--- src/rtl/irw_pkg.sv ---
package irw_pkg;
    localparam logic [7:0]  OFF_SELECT = 8'h00;
    localparam logic [7:0]  OFF_WINDOW = 8'h10;
    localparam logic [7:0]  OFF_EOI    = 8'h40;
    localparam logic [7:0]  SEL_IDENT  = 8'h00;
    localparam logic [7:0]  SEL_REV    = 8'h01;
    localparam logic [7:0]  SEL_ARBIT  = 8'h02;
    localparam logic [7:0]  SEL_TABLE  = 8'h10;
    localparam logic [2:0]  FULL_SIZE  = 3'd4;
    localparam int          BIT_DSTAT  = 12;
    localparam int          BIT_RIRR   = 14;
    localparam int          BIT_TRIG   = 15;
    localparam logic [63:0] RW_BITS    = 64'hFFFF_0000_0001_AFFF;
    localparam logic [63:0] RO_BITS    = 64'h0000_0000_0000_5000;
    localparam logic [63:0] ENTRY_INIT = 64'h0000_0000_0001_0000;

    typedef enum logic [2:0] {
        TGT_NONE,
        TGT_IDENT,
        TGT_REV,
        TGT_ARBIT,
        TGT_TABLE
    } win_tgt_e;
endpackage

--- src/rtl/irw_decode.sv ---
module irw_decode
    import irw_pkg::*;
#(
    parameter int NUM_PINS = 24
) (
    input  logic [7:0] sel_i,
    output win_tgt_e   tgt_o,
    output logic [6:0] idx_o,
    output logic       hi_o
);
    logic [7:0] rel;

    always_comb begin
        rel   = sel_i - SEL_TABLE;
        idx_o = rel[7:1];
        hi_o  = sel_i[0];
        if (sel_i == SEL_IDENT)                         tgt_o = TGT_IDENT;
        else if (sel_i == SEL_REV)                      tgt_o = TGT_REV;
        else if (sel_i == SEL_ARBIT)                    tgt_o = TGT_ARBIT;
        else if (sel_i >= SEL_TABLE && int'(idx_o) < NUM_PINS) tgt_o = TGT_TABLE;
        else                                            tgt_o = TGT_NONE;
    end
endmodule

--- src/rtl/irw_entry.sv ---
module irw_entry
    import irw_pkg::*;
(
    input  logic        clk,
    input  logic        rst_n,
    input  logic        wr_lo,
    input  logic        wr_hi,
    input  logic [31:0] wdata,
    input  logic        rirr_set,
    input  logic        rirr_clr,
    input  logic        dstat_in,
    output logic [63:0] entry_o
);
    typedef struct packed {
        logic [63:0] ent;
    } ent_state_t;

    ent_state_t  st_d, st_q;
    logic [63:0] upd_d, merged_d;

    always_comb begin
        upd_d            = st_q.ent;
        upd_d[BIT_RIRR]  = (st_q.ent[BIT_RIRR] | rirr_set) & ~rirr_clr;
        upd_d[BIT_DSTAT] = dstat_in;
        merged_d = wr_hi ? {wdata, st_q.ent[31:0]} : {st_q.ent[63:32], wdata};
        st_d.ent = upd_d;
        if (wr_lo || wr_hi) begin
            st_d.ent = (merged_d & RW_BITS) | (upd_d & RO_BITS);
            if (!st_d.ent[BIT_TRIG]) st_d.ent[BIT_RIRR] = 1'b0;
        end
    end

    always_ff @(posedge clk or negedge rst_n) begin
        if (!rst_n) st_q.ent <= ENTRY_INIT;
        else        st_q     <= st_d;
    end

    assign entry_o = st_q.ent;


    edge_scrub_chk: assert property (@(posedge clk) disable iff (!rst_n)
        ((wr_lo && !wdata[BIT_TRIG]) || (wr_hi && !entry_o[BIT_TRIG])) |=> !entry_o[BIT_RIRR]);


    ro_hold_chk: assert property (@(posedge clk) disable iff (!rst_n)
        (wr_hi && !rirr_set && !rirr_clr && entry_o[BIT_TRIG])
        |=> entry_o[BIT_RIRR] == $past(entry_o[BIT_RIRR]));
endmodule

--- src/rtl/irq_route_window.sv ---
module irq_route_window
    import irw_pkg::*;
#(
    parameter int          NUM_PINS = 24,
    parameter int          ADDR_W   = 12,
    parameter logic [7:0]  VERSION  = 8'h20
) (
    input  logic                  clk,
    input  logic                  rst_n,
    input  logic                  bus_valid,
    input  logic                  bus_write,
    input  logic [ADDR_W-1:0]     bus_addr,
    input  logic [2:0]            bus_size,
    input  logic [31:0]           bus_wdata,
    output logic [31:0]           bus_rdata,
    input  logic [NUM_PINS-1:0]   rirr_set,
    input  logic [NUM_PINS-1:0]   rirr_clr,
    input  logic [NUM_PINS-1:0]   dstat_in,
    output logic [64*NUM_PINS-1:0] rte_o,
    output logic [NUM_PINS-1:0]   cnt_clr_o,
    output logic                  service_req_o,
    output logic                  eoi_valid_o,
    output logic [7:0]            eoi_vector_o
);
    localparam logic [7:0] MAX_ENTRY = 8'(NUM_PINS - 1);
    localparam bit         EOI_EN    = (VERSION == 8'h20);

    initial begin : version_param_chk
        assert (VERSION == 8'h11 || VERSION == 8'h20)
            else $error("VERSION must be 0x11 or 0x20");
    end

    typedef struct packed {
        logic [7:0]          sel;
        logic [3:0]          ident;
        logic [31:0]         rdata;
        logic                eoi_v;
        logic [7:0]          eoi_vec;
        logic                svc;
        logic [NUM_PINS-1:0] cnt_clr;
    } top_state_t;

    top_state_t st_d, st_q;

    win_tgt_e   tgt;
    logic [6:0] idx;
    logic       hi;
    logic [7:0] off;
    logic       win_ok, wr_acc, rd_acc, tbl_wr;
    logic [31:0] win_val, rd_val;
    logic [63:0] ent [NUM_PINS];
    logic [NUM_PINS-1:0] wr_lo_v, wr_hi_v;
    logic        unused_addr;

    assign unused_addr = ^bus_addr[ADDR_W-1:8];

    irw_decode #(.NUM_PINS(NUM_PINS)) u_decode (
        .sel_i (st_q.sel),
        .tgt_o (tgt),
        .idx_o (idx),
        .hi_o  (hi)
    );

    assign off    = bus_addr[7:0];
    assign wr_acc = bus_valid && bus_write;
    assign rd_acc = bus_valid && !bus_write;
    assign win_ok = bus_valid && (off == OFF_WINDOW) && (bus_size == FULL_SIZE);
    assign tbl_wr = wr_acc && win_ok && (tgt == TGT_TABLE);

    always_comb begin
        win_val = '0;
        case (tgt)
            TGT_IDENT, TGT_ARBIT: win_val = {4'b0, st_q.ident, 24'b0};
            TGT_REV:              win_val = {8'b0, MAX_ENTRY, 8'b0, VERSION};
            TGT_TABLE: begin
                for (int i = 0; i < NUM_PINS; i++) begin
                    if (idx == 7'(i)) win_val = hi ? ent[i][63:32] : ent[i][31:0];
                end
            end
            default:              win_val = '0;
        endcase
        if (off == OFF_SELECT)  rd_val = {24'b0, st_q.sel};
        else if (win_ok)        rd_val = win_val;
        else                    rd_val = '0;
    end

    always_comb begin
        st_d         = st_q;
        st_d.eoi_v   = 1'b0;
        st_d.svc     = 1'b0;
        st_d.cnt_clr = '0;
        if (wr_acc && off == OFF_SELECT) st_d.sel = bus_wdata[7:0];
        if (wr_acc && win_ok && tgt == TGT_IDENT) st_d.ident = bus_wdata[27:24];
        if (tbl_wr) begin
            st_d.svc = 1'b1;
            for (int i = 0; i < NUM_PINS; i++) begin
                if (idx == 7'(i)) st_d.cnt_clr[i] = 1'b1;
            end
        end
        if (EOI_EN && wr_acc && off == OFF_EOI && bus_size == FULL_SIZE) begin
            st_d.eoi_v   = 1'b1;
            st_d.eoi_vec = bus_wdata[7:0];
        end
        if (rd_acc) st_d.rdata = rd_val;
    end

    always_ff @(posedge clk or negedge rst_n) begin
        if (!rst_n) st_q <= '0;
        else        st_q <= st_d;
    end

    for (genvar g = 0; g < NUM_PINS; g++) begin : g_entry
        assign wr_lo_v[g] = tbl_wr && (idx == 7'(g)) && !hi;
        assign wr_hi_v[g] = tbl_wr && (idx == 7'(g)) && hi;
        irw_entry u_entry (
            .clk      (clk),
            .rst_n    (rst_n),
            .wr_lo    (wr_lo_v[g]),
            .wr_hi    (wr_hi_v[g]),
            .wdata    (bus_wdata),
            .rirr_set (rirr_set[g]),
            .rirr_clr (rirr_clr[g]),
            .dstat_in (dstat_in[g]),
            .entry_o  (ent[g])
        );
        assign rte_o[64*g +: 64] = ent[g];
    end

    assign bus_rdata     = st_q.rdata;
    assign cnt_clr_o     = st_q.cnt_clr;
    assign service_req_o = st_q.svc;
    assign eoi_valid_o   = st_q.eoi_v;
    assign eoi_vector_o  = st_q.eoi_vec;


    eoi_source_chk: assert property (@(posedge clk) disable iff (!rst_n)
        eoi_valid_o |-> $past(bus_valid && bus_write && bus_addr[7:0] == OFF_EOI
                              && bus_size == FULL_SIZE));

    if (!EOI_EN) begin : g_no_eoi

        eoi_gated_chk: assert property (@(posedge clk) disable iff (!rst_n) !eoi_valid_o);
    end


    service_source_chk: assert property (@(posedge clk) disable iff (!rst_n)
        service_req_o |-> $past(bus_valid && bus_write && bus_addr[7:0] == OFF_WINDOW
                                && bus_size == FULL_SIZE));


    clr_onehot_chk: assert property (@(posedge clk) disable iff (!rst_n)
        $onehot0(cnt_clr_o) && ($countones(cnt_clr_o) == 32'(service_req_o)));


    rdata_hold_chk: assert property (@(posedge clk) disable iff (!rst_n)
        !(bus_valid && !bus_write) |=> $stable(bus_rdata));


    ident_hold_chk: assert property (@(posedge clk) disable iff (!rst_n)
        !(bus_valid && bus_write) |=> $stable(st_q.ident));
endmodule

--- config.mk ---
export PLATFORM = sky130hd
export DESIGN_NAME = irq_route_window
export DESIGN_NICKNAME = d
export VERILOG_FILES = /design/src/rtl/irw_pkg.sv /design/src/rtl/irw_decode.sv /design/src/rtl/irw_entry.sv /design/src/rtl/irq_route_window.sv
export SDC_FILE = /design/constraint.sdc
export NUM_CORES = 2
export LEC_CHECK = 0
export BUFFER_PORTS_ARGS = -buffer_cell sky130_fd_sc_hd__clkbuf_2
export CELL_PAD_IN_SITES_DETAIL_PLACEMENT = 1
export CELL_PAD_IN_SITES_GLOBAL_PLACEMENT = 2
export CORE_AREA = 2 2 666 668
export CTS_CLUSTER_DIAMETER = 100
export DETAILED_ROUTE_END_ITERATION = 8
export DIE_AREA = 0 0 668 670
export MAX_ROUTING_LAYER = met4
export PLACE_DENSITY_LB_ADDON = 0.1
export SLEW_MARGIN = 20
export SYNTH_ARGS = -nofsm -noshare
export SYNTH_HDL_FRONTEND = slang
export SYNTH_SLANG_ARGS = --single-unit
--- constraint.sdc ---
create_clock -name clk -period 4.85 [get_ports clk]
set_clock_uncertainty 0.2 [all_clocks]
set_input_delay 0.485 -clock clk [delete_from_list [all_inputs] [get_ports clk]]
set_output_delay 0.485 -clock clk [all_outputs]
set_load 0.01 [all_outputs]
* Yosys cells after proc, flatten, opt, wreduce, memory -nomap -nowiden
Index checks and enable logic that the tools add are counted.
** Word-level totals
- Output and inout port bits :: 1602
- Input bits :: 123
- Word-level logic and storage cells :: 452
- Bits in registers :: 1614
** Cells by class
- $lt $le $gt $ge :: 2
- Multiplexer cells :: 153
- Reductions and logical operators :: 113
- Equality and inequality tests :: 32
- Add/subtract/negate cells :: 1
- Bitwise gates (word level) :: 96
** Operators with widths (number)
- 32-bit 2-to-1 mux :: 50
- 64-bit 2-to-1 mux :: 24
- 64-bit by 15-bit bitwise OR with 64-bit output :: 24
- 15-bit 2-to-1 mux :: 24
- 32-bit case mux with 3 select lines :: 1
- 1-bit logical AND :: 83
- 7-bit by 4-bit equality test with 1-bit output, second input constant :: 8
- 7-bit by 5-bit equality test with 1-bit output, second input constant :: 8
- 1-bit 2-to-1 mux :: 48
- 7-bit by 3-bit equality test with 1-bit output, second input constant :: 4
- 25-bit 2-to-1 mux :: 1
- 1-bit AND :: 24
- 1-bit logical OR :: 24
- 1-bit NOT :: 24
- 1-bit bitwise OR :: 24
- 8-bit zero test :: 2
- 7-bit by 2-bit equality test with 1-bit output, second input constant :: 2
- 3-bit 2-to-1 mux :: 4
- 9-bit 2-to-1 mux :: 1
- 8-bit by 1-bit equality test with 1-bit output, second input constant :: 1
- 8-bit by 2-bit equality test with 1-bit output, second input constant :: 1
- 8-bit by 5-bit equality test with 1-bit output, second input constant :: 1
- 8-bit by 7-bit equality test with 1-bit output, second input constant :: 1
- 8-bit by 5-bit greater-or-equal comparator with 1-bit output, second input constant :: 1
- 9 further kinds :: 12

* Depth between registers and ports, before layout
- Word-level depth :: 29
- Depth in mapped cells :: 13
- Mapped depth without buffers :: 10

* Modules after synthesis
A second synthesis with hierarchy kept.
** Unflattened totals
- Cell total of the unflattened synthesis :: 5002
- Area total of the unflattened synthesis :: 56679.4 sq um
** Modules (own cells, without submodules)
- irw_entry :: instances 24, seq. area each 827.0 sq um, area each 1530.2 sq um, cells an instance 105
- irq_route_window :: instances 1, seq. area each 1951.9 sq um, area each 19790.2 sq um, cells an instance 2458
- irw_decode :: instances 1, seq. area each 0.0 sq um, area each 163.9 sq um, cells an instance 24

* Worst setup path before layout
No wires, ideal clock.
- Path kind :: flip-flop to flip-flop
- Start :: register st_q[74] (netlist name)
- End :: register with a tool-made name
- Arrival :: 3235 ps
- Path buffers :: 5
- Data required time :: 4525 ps
- Path slack :: 1290 ps
- Cell stages (with the launch flop) :: 12
- Setup time :: 125 ps
- Clock period less this slack :: 3560 ps
- Cells stage by stage :: dfrtp_1 -> buf_2 -> inv_1 -> ha_1 -> buf_2 -> or4b_2 -> buf_2 -> nor3_2 -> buf_2 -> nand2_1 -> buf_2 -> mux2_2
** RTL lines
- start, declared :: RTL line irq_route_window.sv:43 : top_state_t st_d, st_q;
- start signal, assigned :: RTL line irq_route_window.sv:109 : else st_q <= st_d;

* Final worst setup path
- Start :: register st_q[75] (netlist name)
- End :: register st_q, in the netlist bus_rdata[26]
** On the way
- Longest elaborated chain between the ends :: 29
- Elaborated cells between the ends (all ways) :: 67
- Those cells by class :: add/sub (1); order compare (2); eq/ne (29); mux (31); reduce/logical (4)
** Ends and longest elaborated chain
- 8-bit by 5-bit subtractor with 8-bit output :: RTL line irw_decode.sv:14 : rel = sel_i - SEL_TABLE;
- 7-bit zero test :: RTL line irq_route_window.sv:77 : if (idx == 7'(i)) win_val = hi ? ent[i][63:32] : ent[i][31:0];
- 32-bit 2-to-1 mux (24 in a row) :: RTL line irq_route_window.sv:77
- 32-bit case mux with 3 select lines (*) :: RTL line irq_route_window.sv:72 : case (tgt)
- 32-bit 2-to-1 mux (*) :: RTL line irq_route_window.sv:83 : else if (win_ok) rd_val = win_val;
- 32-bit 2-to-1 mux (*) :: RTL line irq_route_window.sv:82 : if (off == OFF_SELECT) rd_val = {24'b0, st_q.sel};
Mark *: on every way between the ends. The rest lies on a longest branch, timed or not.
A chain may end at the register's enable or synchronous reset.

==> qor.txt <==
Portion of netlist area occupied by mux cells: 20.8%
Origin of the worst setup path: st_q[75]
Hold Fails Final Rpt: 0
Core Box Area: 440000 µm²
Die width: 668 µm
Wire per inst: 34.1 µm
Worst path arrival time: 5.20 ns
Startpoint types: flip-flop
Synth area leaders: dfrtp_1 (45%), mux2_2 (18%), buf_4 (13%), a21oi_1 (1.8%), mux4_2 (1.8%)
Max-slew violations: 0
Final Cell Area: 64200 µm²
Initial Utilization: 10.7%
Final std cells w/o fill: 11400
Max VDD drop: 0.000212 V
FP Rows: 244
Mapped Area: 47000 µm²
Clk buf depth: 4
Final Critical Period: 4.64 ns
GRT Util Overall: 17.4%
Post-synth EDFFs: 0
Crit Path Class: flip-flop to flip-flop
GPL Wtd Cong: 0.745
Worst Hold Class: input port to asynchronous set/reset pin
Die height: 670 µm
Area grow syn2layout: 36.6%
Outcome: complete, no violations
Adder-cell area share of the yosys netlist: 0.0533%
Simple-gate area share of the yosys netlist: 6.64%
Post-route ant nets: 0
Vias in the first global route: 40100
Port bufs: 974
Placed insts: 11000
Worst Setup End Kind: flip-flop
Largest net degree at the start of global routing: 112
Area leader, netlist: dfrtp_1
Tcrit/Tclk final: 95.7%
Compound-Gate Fraction of Synth Area: 10.5%
Vias post-DR: 38000
Syn. warnings: 0
Max_slew headroom: 13.3%
Filler cells: 51000
Total congestion overflow: 0
Yosys top cell area share: 45.1%
R2r startpoint: st_q[75]
Post-synthesis async set-or-reset flop share: 100%
CTS tree: built
Max-cap violations: 0
Main combinational cell family by area after synthesis: multiplexers
IO Count: 1725
Drt via density: 3.33
Max Freq: 216 MHz
Setup_tns: 0 ns
DR iter-0 viols: 1661
Most common cell in the netlist: dfrtp_1
Clk pin slew, worst setup/hold paths: 0.06 ns
1st-pass router iterations: 7
Clock root buffer: clkbuf_16
Initial antenna violation count: 48
Share of layout cells above drive strength 1: 45.2%
Worst slew pin tran: 1.30 ns
Critical Path RT: 5.41 ns
Final setup viols: 0
Post-CTS Setup Bufs: 0
Main synth FF type: dfrtp_1
Max H-tree Level: 4
Gate Count Post-Synth: 4145
Placed cell areas: 58500 µm²
Syn Area/Cell: 11.3 µm²
Sequential share of the synthesized area: 46.4%
Global-route wire length before repair: 488 mm
DRC errors left: 0
PwrDens: 312 nW/µm²
Clock Latency Late Sink: 0.89 ns
CTS Buf Count: 148
Post-synthesis xor/xnor area fraction: 0.0559%
Area of the die: 448000 µm²
Netlist cell types: 91
DPL Wire Length: 304 mm
Nets: 5498
Leakage: 31.0 nW
Clk sink count: 870
Synth Register Bits: 870
Reg2reg setup slack: 0.21 ns
RSZ-0062 raised after global routing: false
Drt total wl: 389 mm
Synth cell count leaders: dfrtp_1 (846), buf_4 (813), mux2_2 (762), clkbuf_1 (190), nand2_1 (186)
CP max FO: 15
[stage by stage]
| step | hold slack [ns] | util [%] | worst slack (ns) | power (W) |
|---|---|---|---|---|
| floorplan | -0.0106 | - | 1.29 | 0.00858 |
| global placement | 0.261 | 13.3 | -0.128 | 0.00940 |
| detailed placement | 0.263 | 13.3 | -0.198 | 0.00939 |
| CTS | 0.0334 | 14.6 | 0.260 | 0.0206 |
| global route | 0.0855 | 14.6 | 0.146 | 0.0209 |
| finish | 0.0495 | 14.6 | 0.210 | 0.0200 |
[cells by family (layout without fill, tap and decap cells)]
logic type                 after synthesis  in the layout
DFF                                    870            870
AOI/OAI and AO/OA                      719            719
buffers and inverters                 1104           1696
other                                    1            769
xor gates and xnor gates                 3              3
adders and majority gates                2              2
and+or+nand+nor                        612            612
muxes                                  834            834
[per-layer routing]
metal	part of all wire, %	GRT usage (%)	vias to the layer above
li1	-	-	16000
met1	39	19.2	20400
met5	0	-	-
met4	1.9	3.25	0
met3	6.6	4.49	290
met2	53	31.2	1298
[placed cells by master (no fill, tap or decap), types with 25 or more instances in the layout]
cell / n
clkbuf_2: 973
a221oi_1: 42
dfrtp_1: 842
dlygate4sd3_1: 99
mux2_2: 762
nor2_1: 153
clkbuf_16: 150
a31oi_1: 29
a22o_1: 37
mux4_2: 37
a21oi_1: 167
nand3_1: 44
mux2i_1: 32
buf_12: 50
o21ai_0: 114
clkbuf_1: 43
buf_4: 305
nand2_1: 185
diode_2: 25
a22oi_1: 87
conb_1: 744
clkbuf_8: 33
nor3_1: 46
[worst paths after layout]
| kind | end | depth (start not counted) |
|---|---|---|
| worst max-delay path | bus_rdata[26] | 11 |
| worst min-delay path | g_entry[22].u_entry.entry_o[49] | 2 |
| worst max register to register | bus_rdata[26] | 11 |
| worst min register to register | eoi_vector_o[1] | 2 |
| max in group asynchronous | g_entry[0].u_entry.entry_o[63] | 3 |
| min in group clk | eoi_vector_o[6] | 4 |
[where the power goes]
group	switching (W)	internal (W)
combinational	0.00149	0.000392
sequential	0.0000701	0.00729
clock	0.00441	0.00635
[worst max-delay path, cell delays in order, from the launching register on]
cell      delay [ns]
dfrtp_1         0.47
inv_1           0.11
ha_1            0.40
buf_4           0.22
nor2b_1         0.16
a22o_2          0.44
buf_4           0.30
and3_1          0.39
buf_4           0.26
a221oi_2        0.71
o211ai_1        0.46
a41o_1          0.34
[cell type report]
type	instances	area, µm²	area share [%]
clock buffer	226	4370	6.81
multi-input combinational	2914	21000	32.7
inverter	9	36.3	0.0565
tap	5904	7390	11.5
timing repair buffer	1430	9200	14.3
antenna	25	62.6	0.0975
sequential	870	21800	34.0
clock inverter	31	310	0.483
[what timing repair did]
item | 4_1_cts | 5_1_grt
hold endpoints to repair | 102 | 0
hold buffers | 99 | 0
endpoints found under the setup margin | 1 | 0
resized for setup | 1 | 0
Power figures use the tool's default switching activity.
